===== src/rtl/opr_pkg.sv =====
package opr_pkg;
  localparam int WORD_W  = 12;
  localparam int STATE_W = WORD_W + 1;

  // vector index of word bit n is WORD_W-1-n
  localparam int IX_GROUP = WORD_W - 1 - 3;
  localparam int IX_CLRA  = WORD_W - 1 - 4;
  localparam int IX_CLRL  = WORD_W - 1 - 5;
  localparam int IX_CMPA  = WORD_W - 1 - 6;
  localparam int IX_CMPL  = WORD_W - 1 - 7;
  localparam int IX_ROTL  = WORD_W - 1 - 9;
  localparam int IX_ORSW  = WORD_W - 1 - 9;
  localparam int IX_INCR  = WORD_W - 1 - 11;

  localparam logic [2:0] OPR_CLASS = 3'b111;

  typedef struct packed {
    logic clr_ac;
    logic clr_lk;
    logic or_sw;
    logic cmp_ac;
    logic cmp_lk;
    logic inc;
    logic rol;
  } uop_t;
endpackage


===== src/rtl/opr_decode.sv =====
module opr_decode
  import opr_pkg::*;
(
  input  logic [WORD_W-1:0] instr,
  output logic              valid,
  output uop_t              uop
);
  logic grp_b;

  always_comb begin
    valid      = (instr[WORD_W-1 -: 3] == OPR_CLASS);
    grp_b      = instr[IX_GROUP];
    uop        = '0;
    uop.clr_ac = instr[IX_CLRA];
    if (grp_b) begin
      uop.or_sw = instr[IX_ORSW];
    end else begin
      uop.clr_lk = instr[IX_CLRL];
      uop.cmp_ac = instr[IX_CMPA];
      uop.cmp_lk = instr[IX_CMPL];
      uop.inc    = instr[IX_INCR];
      uop.rol    = instr[IX_ROTL];
    end
  end
endmodule


===== src/rtl/opr_alu.sv =====
module opr_alu
  import opr_pkg::*;
(
  input  uop_t              uop,
  input  logic              lnk_in,
  input  logic [WORD_W-1:0] acc_in,
  input  logic [WORD_W-1:0] sw,
  output logic              lnk_res,
  output logic [WORD_W-1:0] acc_res
);
  logic [WORD_W-1:0] a_clr, a_or, a_cmp, a_inc;
  logic              l_clr, l_cmp, l_inc, carry;

  always_comb begin
    a_clr = uop.clr_ac ? '0 : acc_in;
    l_clr = uop.clr_lk ? 1'b0 : lnk_in;
    a_or  = uop.or_sw ? (a_clr | sw) : a_clr;
    a_cmp = uop.cmp_ac ? ~a_or : a_or;
    l_cmp = uop.cmp_lk ? ~l_clr : l_clr;
    {carry, a_inc} = {1'b0, a_cmp} + {{WORD_W{1'b0}}, uop.inc};
    l_inc = l_cmp ^ carry;
    if (uop.rol) begin
      lnk_res = a_inc[WORD_W-1];
      acc_res = {a_inc[WORD_W-2:0], l_inc};
    end else begin
      lnk_res = l_inc;
      acc_res = a_inc;
    end
  end

  always_comb begin
    if (uop.clr_ac && uop.cmp_ac && !uop.or_sw && !uop.inc && !uop.rol)
      AST_CLR_CMP_ONES: assert (acc_res == {WORD_W{1'b1}});
    if (uop.clr_ac && uop.or_sw)
      AST_SWITCH_LOAD: assert (acc_res == sw && lnk_res == lnk_in);
  end
endmodule


===== src/rtl/opr_unit.sv =====
module opr_unit
  import opr_pkg::*;
(
  input  logic              clk,
  input  logic              rst_n,
  input  logic              start,
  input  logic [WORD_W-1:0] instr,
  input  logic              lnk_in,
  input  logic [WORD_W-1:0] acc_in,
  input  logic [WORD_W-1:0] sw,
  output logic              lnk_out,
  output logic [WORD_W-1:0] acc_out,
  output logic              done
);
  uop_t              uop;
  logic              valid, accept;
  logic              lnk_res, lnk_d, done_d;
  logic [WORD_W-1:0] acc_res, acc_d;

  opr_decode u_dec (.instr(instr), .valid(valid), .uop(uop));

  opr_alu u_alu (
    .uop(uop), .lnk_in(lnk_in), .acc_in(acc_in), .sw(sw),
    .lnk_res(lnk_res), .acc_res(acc_res)
  );

  always_comb begin
    accept = start & valid;
    done_d = accept;
    lnk_d  = accept ? lnk_res : lnk_out;
    acc_d  = accept ? acc_res : acc_out;
  end

  always_ff @(posedge clk or negedge rst_n) begin
    if (!rst_n) begin
      lnk_out <= 1'b0;
      acc_out <= '0;
      done    <= 1'b0;
    end else begin
      lnk_out <= lnk_d;
      acc_out <= acc_d;
      done    <= done_d;
    end
  end

  AST_DONE_FOLLOWS: assert property (@(posedge clk) disable iff (!rst_n)
    (start && instr[WORD_W-1 -: 3] == OPR_CLASS) |=> done);
  AST_NO_STRAY_DONE: assert property (@(posedge clk) disable iff (!rst_n)
    !(start && instr[WORD_W-1 -: 3] == OPR_CLASS) |=> !done);
  AST_HOLD_IDLE: assert property (@(posedge clk) disable iff (!rst_n)
    !done |-> $stable(acc_out) && $stable(lnk_out));
endmodule


===== config.mk =====
export PLATFORM = sky130hd
export DESIGN_NAME = opr_unit
export DESIGN_NICKNAME = d
export VERILOG_FILES = /design/src/rtl/opr_pkg.sv /design/src/rtl/opr_decode.sv /design/src/rtl/opr_alu.sv /design/src/rtl/opr_unit.sv
export SDC_FILE = /design/constraint.sdc
export NUM_CORES = 1
export LEC_CHECK = 0
export BUFFER_PORTS_ARGS = -buffer_cell sky130_fd_sc_hd__buf_2
export CAP_MARGIN = 20
export CORE_ASPECT_RATIO = 0.5
export CORE_MARGIN = 1.5
export CORE_UTILIZATION = 30
export CTS_BUF_LIST = sky130_fd_sc_hd__clkbuf_8
export CTS_CLUSTER_DIAMETER = 30
export CTS_CLUSTER_SIZE = 40
export DETAILED_ROUTE_END_ITERATION = 6
export PLACE_DENSITY = 0.6
export REMOVE_ABC_BUFFERS = 1
export SYNTH_ARGS = -nofsm -noshare
export SYNTH_HDL_FRONTEND = slang
export SYNTH_SLANG_ARGS = --single-unit

===== constraint.sdc =====
create_clock -name clk -period 0.8 [get_ports clk]
set_input_delay 0.04 -clock clk [delete_from_list [all_inputs] [get_ports clk]]
set_output_delay 0.04 -clock clk [all_outputs]
set_load 0.02 [all_outputs]

==> Word level (Yosys, flattened, before mapping) <==
Index checks and enable logic that the tools add are counted.
{ "op_classes": {"add_sub_neg": 1, "n_eq_ne": 1, "muxes": 10, "bitwise_logic": 5} }
{ "op_table": {"columns": ["op", "count"], "rows": [
  ["12-bit two-way mux", 4],
  ["12-bit by 1-bit adder with 13-bit output", 1],
  ["12-bit inverter", 1],
  ["12-bit OR", 1],
  ["1-bit two-way mux", 5],
  ["4-bit two-way mux", 1],
  ["3-bit equality test (second input constant)", 1],
  ["1-bit AND", 1],
  ["1-bit inverter", 1],
  ["1-bit XOR", 1]
]} }
{ "word_totals": {"regBits": 14, "inputBits": 40} }

==> Longest topological paths before layout <==
{ "logic_depth": {"ltp_word": 8, "depth_mapped": 12, "ltp_nobuf": 10} }

==> Hierarchy <==
A second synthesis with hierarchy kept.
{ "unflattened": {"cells_unflattened": 192, "area_unflattened_um2": 1657.8} }
{ "modules_own_cells": {"columns": ["mod", "instances", "cells_per_inst", "area_per_inst_um2", "seq_area_each_um2"], "rows": [
  ["opr_alu", 1, 154, 1054.8, 0.0],
  ["opr_unit", 1, 30, 551.8, 350.3],
  ["opr_decode", 1, 8, 51.3, 0.0]
]} }

==> Least setup slack after synthesis <==
OpenSTA, ideal clock, no wires.
{ "synth_timing": {"path_kind": "in2reg", "start": "input port instr[7]", "end": "register acc_out[0]", "arrival_time_ns": 1.676, "required_ns": 0.667, "slack_ns": -1.009, "cell_stages": 12, "cell_sequence": "buf_6 > nand2b_1 > xnor2_1 > nor2_1 > a31oi_1 > ha_1 > o211ai_1 > and3b_1 > buf_2 > nand4_1 > xnor2_1 > o211ai_1"} }
{ "synth_between": {"elab_chain_cells": 8} }
{ "synth_rtl": {"columns": ["element", "line_no", "source"], "rows": [
  ["from (decl)", "opr_unit.sv:7", "input logic [WORD_W-1:0] instr,"],
  ["12-bit two-way mux *", "opr_alu.sv:15", "a_clr = uop.clr_ac ? '0 : acc_in;"],
  ["12-bit OR", "opr_alu.sv:17", "a_or = uop.or_sw ? (a_clr | sw) : a_clr;"],
  ["12-bit two-way mux *", "opr_alu.sv:17", null],
  ["12-bit inverter", "opr_alu.sv:18", "a_cmp = uop.cmp_ac ? ~a_or : a_or;"],
  ["12-bit two-way mux *", "opr_alu.sv:18", null],
  ["12-bit by 1-bit adder with 13-bit output *", "opr_alu.sv:20", "{carry, a_inc} = {1'b0, a_cmp} + {{WORD_W{1'b0}}, uop.inc};"],
  ["1-bit XOR", "opr_alu.sv:21", "l_inc = l_cmp ^ carry;"],
  ["12-bit two-way mux *", "opr_alu.sv:22", "if (uop.rol) begin"],
  ["to (signal assigned)", "opr_unit.sv:37", "acc_out <= '0;"],
  ["to (signal assigned)", "opr_unit.sv:41", "acc_out <= acc_d;"],
  ["to (decl)", "opr_unit.sv:12", "output logic [WORD_W-1:0] acc_out,"]
]} }
Mark *: on every way between the ends. The rest lies on a longest branch, timed or not.
A chain may end at the register's enable or synchronous reset.

==> Worst setup path in the final report <==
{ "layout_timing": {"start": "input port instr[7]", "end": "register acc_out[8]"} }
{ "layout_between": {"elab_chain_cells": 7} }
{ "layout_rtl": {"columns": ["element", "line_no"], "rows": [
  ["12-bit two-way mux *", "opr_alu.sv:15"],
  ["12-bit OR", "opr_alu.sv:17"],
  ["12-bit two-way mux *", "opr_alu.sv:17"],
  ["12-bit inverter", "opr_alu.sv:18"],
  ["12-bit two-way mux *", "opr_alu.sv:18"],
  ["12-bit by 1-bit adder with 13-bit output *", "opr_alu.sv:20"],
  ["12-bit two-way mux *", "opr_alu.sv:22"]
]} }
Marked as above.

==> run summary <==
First-pass GRT wire length = 6130 um
# diodes = 0
Startpoint Class = input port
CTS tree = done
Clk root buf = clkbuf_8
CTS Buf Count = 3
Largest net degree at the start of global routing = 17
Area growth, synth to finish = 65.8%
Flop pwr share = 29.4%
Port-buffer cells = 51
HP Class = input port to asynchronous set/reset pin
Iteration-0 DRC Markers = 41
DR WL met2 = 1780 um
Comb power frac = 50.1%
Setup crit end kind = flop
Max-slew headroom = 71.2%
Critical Path Source = instr[7]
F_max = 0.618 GHz
Core outline area = 4060 um2
Synth unique cells = 39
Placed Area = 1850 um2
Synth Instances = 159
Routed Antenna Nets = 0
Initial antenna violation count = 0
Final setup violation count = 24
Area leader, netlist = dfrtp_1
Crit-path max FO = 5
Design Area, Final = 2200 um2
Slew Viols, Final = 0
Final Hold Viols = 0
Worst vdd ir = 0.546 mV
Synth Area in XOR/XNOR = 15.2%
Most common cell after layout, fill and taps aside = buf_4
Dpl ws = -1.18 ns
DP HPWL = 2960 um
Top sig layer = met4
Layout Skew = 0 ns
Sw Pwr = 1.14 mW
Simple-Gate Fraction of Synth Area = 26.7%
Post-Route WL = 3730 um
Clock power share = 20.5%
Worst skew pair latency = 0.24 ns
Layout cells sized above 1 = 50.8%
Reg-to-reg setup timing slack = -0.03 ns
Synth top area cells = dfrtp_1 26%, xnor2_1 14%, nand2_1 6.8%, a21oi_1 6.4%, mux2i_1 5.3%
P_int = 2.18 mW
Setup TNS Final = -9.46 ns
Die ar. = 4850 um2
Flops & latches, synth = 14
Sw Share = 34.3%
Worst R2R End = acc_out[11]
Htree depth = 1
Total gr overflow = 0
Worst EP required = 0.91 ns
WL per Instance = 12.3 um
Syn Area/Cell = 8.34 um2
RSZ-0062 raised after global routing = yes
Gr usage total = 15.4%
Post-synth top area share = 26.4%
Clock-pin slew on the worst setup and hold paths = 0.06 ns
IO Count = 54
Worst-Margin Slew = 0.432 ns
Proportion of synthesized area in mux cells = 6.42%
Worst flop-to-flop path startpoint = acc_out[11]
Vias per inst = 4.76
Clk buf depth = 2
Final RePlAce weighted congestion = 0.816
Total Power = 3.32 mW
# rows = 16
Period Utilization, post-route = 202%
# DRC = 0
Compound-Gate Fraction of Synth Area = 18.6%
M1 WL = 1790 um
Most frequent cells in the layout = 41 x buf_4, 36 x buf_2, 24 x nand2_1, 17 x a21oi_1, 15 x buf_6
Total of max-cap violations = 0
Asr flop ratio synth = 100%
Vias post-DR = 1439
Synthesized cell area = 1330 um2
Post-route minimum period = 1.62 ns
Worst EP arrival = 1.73 ns
Crit Path Category = input port to flop
Initial Util = 32.6%
Yosys warns = 0
Layout Nets = 291
Leak Pwr = 1.05 nW
Status = finished with violations
DRT Pass-1 Iters = 6
Failing checks = setup timing
Path depth of the worst reg2reg path = 3
Main combinational cell family by area after synthesis = simple AND/OR/NAND/NOR gates
Vias in the first global route = 1401
Wire length on met3 = 132 um
Adder and majority gate portion of the synthesized area = 1.89%
Sink Count = 14
Die height = 50.0 um
Sequential area share after synthesis = 26.4%
Pwr/cell area = 1510 nW/um2
Synth Flop Type = dfrtp_1
Die width = 97.0 um
Number of flops mapped to enable cells by yosys = 0
Post-route setup slack = -0.819 ns
## through the flow
step | hold WS, ns | utilization, % | std cells
finish | 0.224 | 54.1 | 302
global route | 0.253 | 54.1 | 302
CTS | 0.235 | 52.7 | 300
detailed placement | -0.0474 | 45.6 | 290
global placement | -0.0534 | 45.6 | 290
floorplan | -0.256 | - | 151
## routing by layer
layer  GRT usage (%)  vias up
li1                -      742
met1            20.7      665
met2            26.9       30
met3           0.993        2
met4            4.35        0
met5               0        -
## cells in the mapped netlist (3+ instances only)
cell / number
o211ai_1: 5
nand2b_1: 9
mux2i_1: 7
a31oi_1: 4
buf_2: 3
a21oi_1: 17
xnor2_1: 21
dfrtp_1: 14
nand3_1: 5
o221ai_1: 3
nor2b_1: 4
o21ai_0: 5
nor2_1: 6
nand2_1: 24
## worst max-delay path by stage
stage | to | slack, ns
after floorplan | acc_out[11] | -0.87
after detailed placement | acc_out[9] | -1.18
after global routing | acc_out[8] | -0.93
final | acc_out[8] | -0.82
after global placement | acc_out[9] | -1.10
after CTS | acc_out[9] | -0.82
## flip-flops by register name, summed over array words and instances (netlist names)
register,cells
done,1
acc_out,12
lnk_out,1
## final cells by class
type / instances / area (um2)
multi-input cells: 134 / 1050
well taps: 54 / 67.6
flip-flops and latches: 14 / 350
repair buffers: 93 / 667
inverters: 3 / 11.3
fillers: 365 / 1860
clock buffers: 4 / 55.1
## logic make-up after synthesis
kind of cell / count (synthesis)
buffers and inverters: 11
adder cells (fa/ha/maj): 2
flip-flops: 14
XOR/XNOR: 23
multiplexers: 8
AO/OA/AOI/OAI: 40
AND/OR/NAND/NOR: 61
## critical path: stages
cell and delay [ns]:
buf_6 0.09, nand2b_4 0.14, xnor2_2 0.11, nor2_1 0.05, a31oi_1 0.21, ha_2 0.21
o211ai_1 0.09, and3b_2 0.30, nand3b_1 0.13, xnor2_2 0.23, o221ai_1 0.13
## timing repair
item	4_1_cts	5_1_grt
hold endpoints to repair	14	0
endpoints found under the setup margin	26	27
setup buffers	7	3
pin swaps	15	11
gates resized for setup	46	8
hold buffers	1	0
## power groups by stage
stage	clock [mW]	combinational, mW	sequential, mW
after detailed placement	0	1.29	0.958
after global placement	0	1.27	0.946
after floorplan	0	0.521	1.14
final	0.682	1.66	0.977
after global routing	0.724	1.80	1.00
after CTS	0.691	1.63	0.980
Power figures use the tool's default switching activity.
